===== config.mk =====
export PLATFORM = sky130hd
export DESIGN_NAME = irr_router
export DESIGN_NICKNAME = d
export VERILOG_FILES = /design/src/rtl/irr_pkg.sv /design/src/rtl/irr_route_table.sv /design/src/rtl/irr_hint_bank.sv /design/src/rtl/irr_lowest_pick.sv /design/src/rtl/irr_router.sv
export SDC_FILE = /design/constraint.sdc
export NUM_CORES = 1
export LEC_CHECK = 0
export ABC_AREA = 0
export CORE_UTILIZATION = 30
export CTS_CLUSTER_SIZE = 20
export DETAILED_ROUTE_END_ITERATION = 10
export PLACE_DENSITY_LB_ADDON = 0.1
export SYNTH_ARGS = -nofsm -noshare
export SYNTH_HDL_FRONTEND = slang
export SYNTH_SLANG_ARGS = --single-unit

===== constraint.sdc =====
create_clock -name clk -period 7 [get_ports clk]
set_clock_uncertainty 0.2 [all_clocks]
set_input_delay 1.4 -clock clk [delete_from_list [all_inputs] [get_ports clk]]
set_output_delay 1.4 -clock clk [all_outputs]
set_load 0.005 [all_outputs]

===== src/rtl/irr_pkg.sv =====
// Package: shared hint encoding for the interrupt redirection router.
// Assumes hints are two bits wide; code 2'b10 is reserved and never stored.
package irr_pkg;

    typedef enum logic [1:0] {
        HINT_IDLE    = 2'b00,
        HINT_BUSY    = 2'b01,
        HINT_OFFLINE = 2'b11
    } hint_e;

    localparam int HINT_W = 2;

    // True when a written hint code is one of the three defined levels.
    function automatic logic hint_is_legal(input logic [HINT_W-1:0] code);
        return (code == HINT_IDLE) || (code == HINT_BUSY) || (code == HINT_OFFLINE);
    endfunction

endpackage


===== src/rtl/irr_route_table.sv =====
// Module: irr_route_table
// Holds one routing entry per interrupt line: a one-hot target CPU and a
// redirectable flag. Writes keep only the lowest set mask bit, and an empty
// mask leaves the entry untouched. Two combinational read ports are provided:
// one for software readback, one for the request lookup.
// Assumes NUM_CPUS >= 2 and NUM_LINES >= 1.
module irr_route_table #(
    parameter int NUM_CPUS        = 4,
    parameter int NUM_LINES       = 8,
    parameter bit REDIR_SUPPORTED = 1'b1,
    localparam int LINE_W = (NUM_LINES > 1) ? $clog2(NUM_LINES) : 1
) (
    input  logic                clk,
    input  logic                rst_n,
    input  logic                wr_en,
    input  logic [LINE_W-1:0]   wr_line,
    input  logic [NUM_CPUS-1:0] wr_mask,
    input  logic                wr_redir,
    input  logic [LINE_W-1:0]   rd_line,
    output logic [NUM_CPUS-1:0] rd_target,
    output logic                rd_redir,
    input  logic [LINE_W-1:0]   lk_line,
    output logic [NUM_CPUS-1:0] lk_target,
    output logic                lk_redir
);

    logic [NUM_LINES-1:0][NUM_CPUS-1:0] tgt_q;
    logic [NUM_LINES-1:0]               redir_q;
    logic [NUM_CPUS-1:0]                wr_onehot;
    logic                               wr_flag;
    logic                               wr_accept;

    // Reset target of an entry: CPU 0, or round-robin when redirection is absent.
    function automatic logic [NUM_CPUS-1:0] reset_target(input int line);
        logic [NUM_CPUS-1:0] t;
        t = '0;
        if (REDIR_SUPPORTED) t[0] = 1'b1;
        else                 t[line % NUM_CPUS] = 1'b1;
        return t;
    endfunction

    // Isolate the lowest set mask bit and qualify the write.
    always_comb begin
        wr_onehot = wr_mask & (~wr_mask + NUM_CPUS'(1));
        wr_flag   = wr_redir & REDIR_SUPPORTED;
        wr_accept = wr_en && (|wr_mask) && (int'(wr_line) < NUM_LINES);
    end

    // Entry storage with per-line reset defaults.
    always_ff @(posedge clk) begin
        if (!rst_n) begin
            for (int e = 0; e < NUM_LINES; e++) begin
                tgt_q[e]   <= reset_target(e);
                redir_q[e] <= REDIR_SUPPORTED;
            end
        end else if (wr_accept) begin
            tgt_q[wr_line]   <= wr_onehot;
            redir_q[wr_line] <= wr_flag;
        end
    end

    // Software readback port; out-of-range lines read as zero.
    always_comb begin
        rd_target = '0;
        rd_redir  = 1'b0;
        if (int'(rd_line) < NUM_LINES) begin
            rd_target = tgt_q[rd_line];
            rd_redir  = redir_q[rd_line];
        end
    end

    // Request lookup port; out-of-range lines read as zero.
    always_comb begin
        lk_target = '0;
        lk_redir  = 1'b0;
        if (int'(lk_line) < NUM_LINES) begin
            lk_target = tgt_q[lk_line];
            lk_redir  = redir_q[lk_line];
        end
    end

endmodule


===== src/rtl/irr_hint_bank.sv =====
// Module: irr_hint_bank
// One two-bit priority hint per CPU, written by software. Reserved codes and
// out-of-range CPU indices are dropped. All hints reset to the idle level.
// Assumes NUM_CPUS >= 2.
module irr_hint_bank
    import irr_pkg::*;
#(
    parameter int NUM_CPUS = 4,
    localparam int CPU_W = $clog2(NUM_CPUS)
) (
    input  logic                             clk,
    input  logic                             rst_n,
    input  logic                             wr_en,
    input  logic [CPU_W-1:0]                 wr_cpu,
    input  logic [HINT_W-1:0]                wr_val,
    output logic [NUM_CPUS-1:0][HINT_W-1:0]  hints
);

    logic accept;

    // Qualify a hint write: legal code and an existing CPU.
    always_comb accept = wr_en && hint_is_legal(wr_val) && (int'(wr_cpu) < NUM_CPUS);

    // Hint registers.
    always_ff @(posedge clk) begin
        if (!rst_n) begin
            for (int c = 0; c < NUM_CPUS; c++) hints[c] <= HINT_IDLE;
        end else if (accept) begin
            hints[wr_cpu] <= wr_val;
        end
    end

endmodule


===== src/rtl/irr_lowest_pick.sv =====
// Module: irr_lowest_pick
// Combinational lowest-hint selection. It finds the smallest hint over all
// CPUs, then walks circularly from the default CPU and returns the first CPU
// holding that value, one-hot. When every CPU is at the maximal level the
// default itself matches first. Assumes `start` is one-hot.
module irr_lowest_pick
    import irr_pkg::*;
#(
    parameter int NUM_CPUS = 4,
    localparam int CPU_W = $clog2(NUM_CPUS)
) (
    input  logic [NUM_CPUS-1:0][HINT_W-1:0] hints,
    input  logic [NUM_CPUS-1:0]             start,
    output logic [NUM_CPUS-1:0]             pick
);

    logic [CPU_W-1:0]  start_idx;
    logic [HINT_W-1:0] min_val;
    logic              found;

    // Convert the one-hot default target into an index.
    always_comb begin
        start_idx = '0;
        for (int i = 0; i < NUM_CPUS; i++) begin
            if (start[i]) start_idx = CPU_W'(i);
        end
    end

    // Smallest hint value present across all CPUs.
    always_comb begin
        min_val = HINT_OFFLINE;
        for (int i = 0; i < NUM_CPUS; i++) begin
            if (hints[i] < min_val) min_val = hints[i];
        end
    end

    // Circular scan from the default CPU for the first minimal hint.
    always_comb begin
        pick  = '0;
        found = 1'b0;
        for (int k = 0; k < NUM_CPUS; k++) begin
            int c;
            c = int'(start_idx) + k;
            if (c >= NUM_CPUS) c = c - NUM_CPUS;
            if (!found && hints[c] == min_val) begin
                pick[c] = 1'b1;
                found   = 1'b1;
            end
        end
    end

endmodule


===== src/rtl/irr_router.sv =====
// Module: irr_router (top)
// Interrupt redirection router. It looks up the routing entry of the
// requesting line and chooses either the stored fixed target or the
// lowest-hint CPU. The one-hot result, the valid strobe and the line number
// are registered, so they appear one cycle after the request is sampled.
// Assumes 2 <= NUM_CPUS <= 16; synchronous active-low reset.
module irr_router
    import irr_pkg::*;
#(
    parameter int NUM_CPUS        = 4,
    parameter int NUM_LINES       = 8,
    parameter bit REDIR_SUPPORTED = 1'b1,
    localparam int CPU_W  = $clog2(NUM_CPUS),
    localparam int LINE_W = (NUM_LINES > 1) ? $clog2(NUM_LINES) : 1
) (
    input  logic                clk,
    input  logic                rst_n,
    input  logic                cfg_wr_en,
    input  logic [LINE_W-1:0]   cfg_line,
    input  logic [NUM_CPUS-1:0] cfg_mask,
    input  logic                cfg_redir,
    input  logic                hint_wr_en,
    input  logic [CPU_W-1:0]    hint_cpu,
    input  logic [1:0]          hint_val,
    input  logic [LINE_W-1:0]   rd_line,
    output logic [NUM_CPUS-1:0] rd_target,
    output logic                rd_redir,
    input  logic                irq_valid,
    input  logic [LINE_W-1:0]   irq_line,
    output logic                dest_valid,
    output logic [NUM_CPUS-1:0] dest_sel,
    output logic [LINE_W-1:0]   dest_line
);

    logic [NUM_CPUS-1:0][HINT_W-1:0] hints;
    logic [NUM_CPUS-1:0]             lk_target;
    logic                            lk_redir;
    logic [NUM_CPUS-1:0]             lowest;
    logic [NUM_CPUS-1:0]             chosen;

    irr_route_table #(
        .NUM_CPUS(NUM_CPUS),
        .NUM_LINES(NUM_LINES),
        .REDIR_SUPPORTED(REDIR_SUPPORTED)
    ) table_i (
        .clk(clk),
        .rst_n(rst_n),
        .wr_en(cfg_wr_en),
        .wr_line(cfg_line),
        .wr_mask(cfg_mask),
        .wr_redir(cfg_redir),
        .rd_line(rd_line),
        .rd_target(rd_target),
        .rd_redir(rd_redir),
        .lk_line(irq_line),
        .lk_target(lk_target),
        .lk_redir(lk_redir)
    );

    irr_hint_bank #(.NUM_CPUS(NUM_CPUS)) hints_i (
        .clk(clk),
        .rst_n(rst_n),
        .wr_en(hint_wr_en),
        .wr_cpu(hint_cpu),
        .wr_val(hint_val),
        .hints(hints)
    );

    irr_lowest_pick #(.NUM_CPUS(NUM_CPUS)) pick_i (
        .hints(hints),
        .start(lk_target),
        .pick(lowest)
    );

    // Choose between the fixed target and the lowest-hint CPU.
    always_comb chosen = lk_redir ? lowest : lk_target;

    // Register the destination one cycle after the request.
    always_ff @(posedge clk) begin
        if (!rst_n) begin
            dest_valid <= 1'b0;
            dest_sel   <= '0;
            dest_line  <= '0;
        end else begin
            dest_valid <= irq_valid;
            dest_sel   <= irq_valid ? chosen : '0;
            dest_line  <= irq_valid ? irq_line : '0;
        end
    end

endmodule


**Word-level counts from Yosys, hierarchy flattened**

Cells that the tools add are included.

- Bitwise logic cells: 5
- Multiplexer cells: 56
- Reductions and logical operators: 19
- Eq/ne operators: 6
- Magnitude comparators: 22
- Add/sub/neg operators: 8

Operator list:

| operator | count |
|---|---|
| $ge 32x1->1 const B | 4 |
| $lt 32x4->1 const B | 4 |
| $mux 32 | 4 |
| $ge 32x4->1 const B | 3 |
| $sub 32x4->32 const B | 3 |
| $bwmux 32 | 1 |
| $mux 4 | 8 |
| $mux 2 | 15 |
| $bmux 4 s3 | 2 |
| $bmux 2 s2 | 4 |
| $bwmux 8 | 2 |
| $demux 4 s3 | 1 |
| $lt 3x4->1 const B | 3 |
| $or 4x4->4 | 3 |
| $logic_and 1x1->1 | 11 |
| $mux 1 | 11 |
| $demux 1 s2 | 4 |
| $eq 2x2->1 | 4 |
| $add 2x2->3 const B | 2 |
| $bmux 1 s3 | 2 |
| $lt 2x2->1 | 3 |
| $add 4x1->4 const B | 1 |
| $and 4x4->4 | 1 |
| $demux 2 s2 | 1 |
| other kinds (16) | 19 |

- Logic and storage cells: 132
- Output and inout bits: 13
- Register bits after elaboration: 56
- Bits of input ports: 23

**Longest topological paths before layout**

Gate-level depths: netlist of run 1.

- Word-level depth: 22
- Gate-level depth with buffers: 12
- Mapped depth without buffers: 11

**Modules after synthesis**

Synthesis of run 1 repeated with hierarchy kept, for this count alone.

- Cell total of the unflattened synthesis: 354
- Area, all modules: 3732.3 um2

Modules (own cells, without submodules):

| module | area each (um2) | cells an instance | sequential area each (um2) | instances |
|---|---|---|---|---|
| irr_route_table | 2197.1 | 189 | 800.8 | 1 |
| irr_lowest_pick | 933.4 | 109 | 0.0 | 1 |
| irr_hint_bank | 355.3 | 34 | 160.2 | 1 |
| irr_router | 246.5 | 22 | 160.2 | 1 |

**Worst setup path after synthesis of run 1**

No wires, ideal clock.

- Path kind: input to register
- From: input port irq_line[2]
- To: register dest_sel[0]
- Required time: 6.673 ns
- Setup time: 0.127 ns
- Setup slack: 2.596 ns
- Data arrival time: 4.077 ns
- Stages: 11
- Buffers on the path: 1
- Cells stage by stage: buf_6 > mux4_2 > mux2_4 > nor2_4 > nor2_4 > ha_1 > mux4_1 > xor2_1 > nor2b_1 > a221oi_1 > a31oi_1

- Word-level cells in the longest chain between the ends: 22
- Elaborated cells between the ends (all ways): 75
- Classes of those cells: 7 x add/sub; 12 x order compare; 4 x eq/ne; 39 x mux; 3 x bitwise; 10 x reduce/logical

RTL lines:

| item | line | source |
|---|---|---|
| start, declared | irr_router.sv:29 | `input logic [LINE_W-1:0] irq_line,` |
| parallel branches: the longest is 21 deep, another holds $sub 32x4->32 | n/a |  |
| $mux 4 (*) | irr_router.sv:76 | `always_comb chosen = lk_redir ? lowest : lk_target;` |
| end signal, assigned | irr_router.sv:86 | `dest_sel <= irq_valid ? chosen : '0;` |
| end, declared | irr_router.sv:31 | `output logic [NUM_CPUS-1:0] dest_sel,` |

Every way passes the cells marked *. The select of a mux whose other input is x is not followed.
A chain may end at the register's enable or synchronous reset.

**Worst setup path after layout of run 1**

- From: input port rd_line[1]
- To: output port rd_redir

- Word-level cells in the longest chain between the ends: 2

RTL lines:

| item | line | source |
|---|---|---|
| start, declared | irr_router.sv:25 | `input logic [LINE_W-1:0] rd_line,` |
| $bmux 1 s3 | irr_route_table.sv:68 | `rd_redir = redir_q[rd_line];` |
| $mux 1 (not written as such) | irr_route_table.sv:68 |  |
| end, declared | irr_router.sv:27 | `output logic rd_redir,` |

No other way between the ends. The select of a mux whose other input is x is not followed.

==> results.toml, run 1 <==
[run_status]
status = "finished, final reports clean"

[worst_setup_path]
r2r_cells = 11
start_kind = "input port"
crit_top_cell = "clkdlybuf4s50_1"
crit_type = "in2out"
cp-end-kind = "output port"
crit_fanout = 10
crit_required_ns = 5.40
r2r_start = "table_i.tgt_q[15]"
cp_cell_sequence = "clkdlybuf4s50_1 -> mux4_2 -> mux2_2 -> clkdlybuf4s50_1"
reg2reg_slack_ns = 3.34
cp.arrival_ns = 3.63
crit_slowest_cell = "clkdlybuf4s50_1"
startpoint = "rd_line[1]"
critPathMaxStageDelay_ns = 0.92
reg2reg_to = "dest_sel[0]"

[worst_hold_path]
hp-start = "table_i.redir_q[2]"
min_path_type = "reg2reg"
hold_end = "table_i.redir_q[2]"
holdPathStages = 2

[clocking]
postCtsHoldBufs = 0
clk_path_buf_depth = 2
htree_levels = 2
postCtsSetupBuffers = 0
cts_tree = "done"
clock_latency_ns = 0.30
numCtsBuffers = 5
clk_pin_slew_ns = 0.08
clockRootBuffer = "clkbuf_16"
cts.sinks = 56
ctsResizeCount = 0

[floorplan]
start_util_pct = 30.8
rows = 39
core-area_um2 = 11500
die_area_um2 = 12200
die_height_um = 111
dieWidth_um = 111
boundaryPins = 36

[logic_synthesis]
avgSynthCellArea_um2 = 10.5
yosysSeqAreaShare_pct = 31.7
postSynthCellCount = 338
yosysUniqueCellTypes = 49
yosys_most_used_dff = "dfxtp_1"
ys_seq_elements = 56
async_reset_ff_share_pct = 0
synth.area.top_cells = "dfxtp_1 32%, mux2i_1 14%, mux4_2 12%"
synth_top_area_cell = "dfxtp_1"
netlist_area_um2 = 3530
synth_edf_count = 0
synth_fp_nets = 374
yosysWarnings = 0
netlist.area_leader.share_pct = 31.7

[placement]
placed_area_um2 = 4030
gp_congestion = 0.898
portBuffers = 35
dp_hpwl_um = 6420

[sta]
rsz0062_at_grt = "false"
fin_crit_ns = 5.23
drv_slew = 0
final.setup.tns_ns = 0
setup_viol = 0
timing.hold.ws_ns = 0.296
fin_crit_sh_pct = 74.8
max_slew_margin_pct = 42.6
hold_violations = 0
fmax_ghz = 0.191
worstMarginPinSlew_ns = 0.859

[route]
drcViolationCount = 0
via_count = 2602
vias_per_cell = 5.08
firstDrtPassIters = 4
routedWlPerCell_um = 17.3
drt-initial-drc-count = 122
drtAntennaViolNets = 0
wl_um = 8860

[cells_and_area]
area_growth_pct = 18.1
nets = 404
final_cell_mix = "56 x dfxtp_1, 48 x mux2i_1, 35 x clkdlybuf4s50_1, 34 x nor2b_1, 26 x nand2_1"
layout-drive-gt1-share_pct = 13.6
final_common_cell = "dfxtp_1"
utilization_pct = 36.4
finalInstanceArea_um2 = 4170
n_antenna_cell = 0

[power]
p_total_w = 0.000678
vdd_drop_max_uv = 80.0
p_leak_nw = 1.61
powerDensity_nw_per_um2 = 162

[global_routing]
grt_max_degree = 53
grt_pass1_wl_um = 14500
track_usage_pct = 15.4
antenna_found_initial = 0
overflow = 0
grt_pass1_vias = 2693

[run]
drv_cap = 0
area by class of cell:
type | instances | area, um^2
Clock buffer | 5 | 125
Clock inverter | 3 | 21.3
Fill cell | 1146 | 7300
Inverter | 15 | 58.8
Multi-Input combinational cell | 248 | 2260
Sequential cell | 56 | 1120
Tap cell | 143 | 179
Timing Repair Buffer | 42 | 403
flip-flops by register name, summed over array words and instances, names as in the netlist:
name             count
table_i.tgt_q       32
hints_i.hints        8
table_i.redir_q      8
dest_sel             4
dest_line            3
dest_valid           1
power by group:
group	internal, W	switching (W)	total [W]
sequential	0.000324	0.00000536	0.000330
combinational	0.0000447	0.0000440	0.0000887
clock	0.000134	0.000125	0.000259
total	0.000503	0.000175	0.000678
worst max-delay path by stage:
stage / end / slack [ns] / depth (start not counted)
floorplan: dest_sel[0] / 2.60 / 11
finish: rd_redir / 1.77 / 4
global route: dest_sel[3] / 1.56 / 12
detailed placement: dest_sel[0] / 1.50 / 13
global placement: dest_sel[1] / 1.59 / 13
CTS: rd_target[0] / 1.75 / 4
per-layer routing:
layer / track usage, % / vias up / share of wire, % / wire [um]
met1: 19.4 / 1247 / 46 / 4070
met4: 4.89 / 0 / 1.6 / 142
met2: 26.5 / 44 / 49 / 4370
met3: 2.69 / 12 / 3.2 / 280
met5: 0 / - / 0 / 0
li1: - / 1299 / - / -
logic make-up (layout without fill, tap and decap cells):
family	count (synthesis)	in the layout	synth area share (%)
buffers and inverters	34	65	4.18
DFF	56	56	31.7
adders and majority gates	13	13	4.61
muxes	82	82	33.5
AOI/OAI and AO/OA	40	40	7.58
and+or+nand+nor	109	109	17.4
xor gates and xnor gates	4	4	0.992
worst max-delay path, delay by kind of cell:
family | cells | cell delay (ns)
multiplexers | 2 | 0.86
buffers and inverters | 2 | 1.37
synthesized netlist by cell type (2+ instances only):
master and number:
or3_1 3, nor3b_1 3, nor2_1 7, nor2b_1 34, nand2b_1 3, mux2i_1 48, dfxtp_1 56, mux2_4 2
o22ai_1 2, nand2_1 26, mux2_2 6, and3_1 3, buf_2 2, nor2_4 2, mux4_2 19, nand3_1 5
nor3_1 4, nand4_1 9, mux2i_4 2, nand3b_1 3, a221oi_1 4, a31oi_1 8, xor2_1 3, and2_1 2
ha_1 13, mux4_1 5, o21ai_0 11, a21oi_1 5, clkbuf_1 14, buf_6 2, inv_1 14
through the flow:
step,std cells,setup WS (ns)
6_report,512,1.77
5_1_grt,512,1.56
4_1_cts,512,1.75
3_5_place_dp,504,1.50
3_3_place_gp,504,1.59
2_1_floorplan,338,2.60
No activity file was read; power rests on OpenSTA's default activity.
==> inputs of run 2 (changes only) <==
- clock period: 7 -> 4.95 ns (I/O delays scaled with it)
==> run 2 against run 1 <==
- clock-buffer cell count increased by 1
- largest power group unchanged
- critical path depth increased by 7
- global-route usage increased by 0.71 points
- critical endpoint is now dest_sel[1]
==> results.toml, run 2 (synthesis gave the netlist of run 1 again) <==
[run_status]
status = "finished, final reports clean"

[worst_setup_path]
crit_fanout = 6
crit_top_cell = "nor2_4"
cp-end-kind = "flip-flop"
crit_slowest_cell = "clkdlybuf4s50_1"
critPathMaxStageDelay_ns = 0.60
crit_type = "in2reg"
r2r_start = "table_i.tgt_q[11]"
r2r_cells = 10
crit_required_ns = 4.98
start_kind = "input port"
startpoint = "irq_line[2]"
cp.arrival_ns = 4.42
cp_cell_sequence = "clkdlybuf4s50_1 -> mux4_2 -> mux2_4 -> nor2_4 -> nor2_4 -> ha_1 -> mux4_1 -> xor2_1 -> nor2b_1 -> a221oi_1 -> a31oi_1"

[sta]
rsz0062_at_grt = "false"
max_slew_margin_pct = 27.7
drv_slew = 0
setup_ws_ns = 0.560
hold_violations = 0
fmax_ghz = 0.228
worstMarginPinSlew_ns = 1.08
fin_crit_ns = 4.39
final.setup.tns_ns = 0
fin_crit_sh_pct = 88.7
setup_viol = 0

[floorplan]
core-area_um2 = 11500
rows = 39
boundaryPins = 36
dieWidth_um = 111
die_height_um = 111
start_util_pct = 30.8
die_area_um2 = 12200

[global_routing]
met3_usage_pct = 2.85
globalRouteMet2Util_pct = 27.5
grt_pass1_vias = 2798
grt_max_degree = 53
overflow = 0
track_usage_pct = 16.1
use_met1_pct = 20.0
grt_pass1_wl_um = 15300
antenna_found_initial = 0
grt_most_used_layer = "met2"

[route]
wl_um = 9240
firstDrtPassIters = 4
routedWlPerCell_um = 17.7
drcViolationCount = 0
drt-initial-drc-count = 150
drtAntennaViolNets = 0
via_count = 2708
vias_per_cell = 5.20

[clocking]
htree_levels = 2
cts.sinks = 56
numCtsBuffers = 5
clk_pin_slew_ns = 0.08
clk_path_buf_depth = 2
clock_latency_ns = 0.30
postCtsSetupBuffers = 0
postCtsHoldBufs = 0
clockRootBuffer = "clkbuf_16"
cts_tree = "done"
ctsResizeCount = 0

[cells_and_area]
nets = 413
largest_reg_flops = 32
area_growth_pct = 20.0
top_regs = "table_i.tgt_q: 32 flops, hints_i.hints: 8 flops, table_i.redir_q: 8 flops"
layout-drive-gt1-share_pct = 15.3
largest_register = "table_i.tgt_q"
finalInstanceArea_um2 = 4240
utilization_pct = 37.0
final_cell_mix = "56 x dfxtp_1, 48 x mux2i_1, 35 x clkdlybuf4s50_1, 34 x nor2b_1, 26 x nand2_1"
final_common_cell = "dfxtp_1"
fillCellCount = 1126
n_antenna_cell = 0

[worst_hold_path]
min_path_type = "reg2reg"
hp-start = "table_i.tgt_q[16]"
holdPathStages = 2

[power]
powerDensity_nw_per_um2 = 227
p_total_w = 0.000962
vdd_drop_max_uv = 114
p_leak_nw = 1.64

[placement]
pre_cts_slack_ns = 0.252
gp_congestion = 0.848
dp_hpwl_um = 6700
portBuffers = 35
placed_area_um2 = 4090

[run]
drv_cap = 0
run 2: critical path: cells and delay by family:
kind,cells,cell delay (ns)
multiplexers,3,1.48
buffers and inverters,1,0.60
AND/OR/NAND/NOR,3,0.50
adder cells (fa/ha/maj),1,0.34
AO/OA/AOI/OAI,2,0.33
XOR/XNOR,1,0.18
run 2: routing by layer:
metal | vias to the layer above | routed length, um
li1 | 1328 | -
met1 | 1323 | 4120
met2 | 44 | 4610
met3 | 13 | 312
met4 | 0 | 204
met5 | - | 0
run 2: layout make-up:
cell class / instances / area (um^2) / area share (%)
flip-flops and latches: 56 / 1120 / 26.5
multi-input cells: 248 / 2260 / 53.4
well taps: 143 / 179 / 4.22
inverters: 15 / 58.8 / 1.39
clock buffers: 6 / 129 / 3.04
repair buffers: 51 / 470 / 11.1
clock inverters: 2 / 16.3 / 0.384
run 2: final timing paths:
path | to | slack [ns]
hold reg to reg | table_i.tgt_q[16] | 0.30
setup / recovery | dest_sel[1] | 0.56
setup reg to reg | dest_sel[2] | 1.59
hold / removal | table_i.tgt_q[16] | 0.30
run 2: stage by stage:
step                cells  hold WS [ns]
finish                521         0.299
global route          521         0.328
CTS                   521         0.300
detailed placement    513         0.280
global placement      513         0.272
floorplan             338         0.253
run 2: report_power, final:
part           leakage [nW]  total (W)  switching (W)  internal (W)
Clock                0.0671   0.000366       0.000176      0.000189
Combinational          1.12   0.000130      0.0000640     0.0000661
Sequential            0.454   0.000467     0.00000781      0.000459
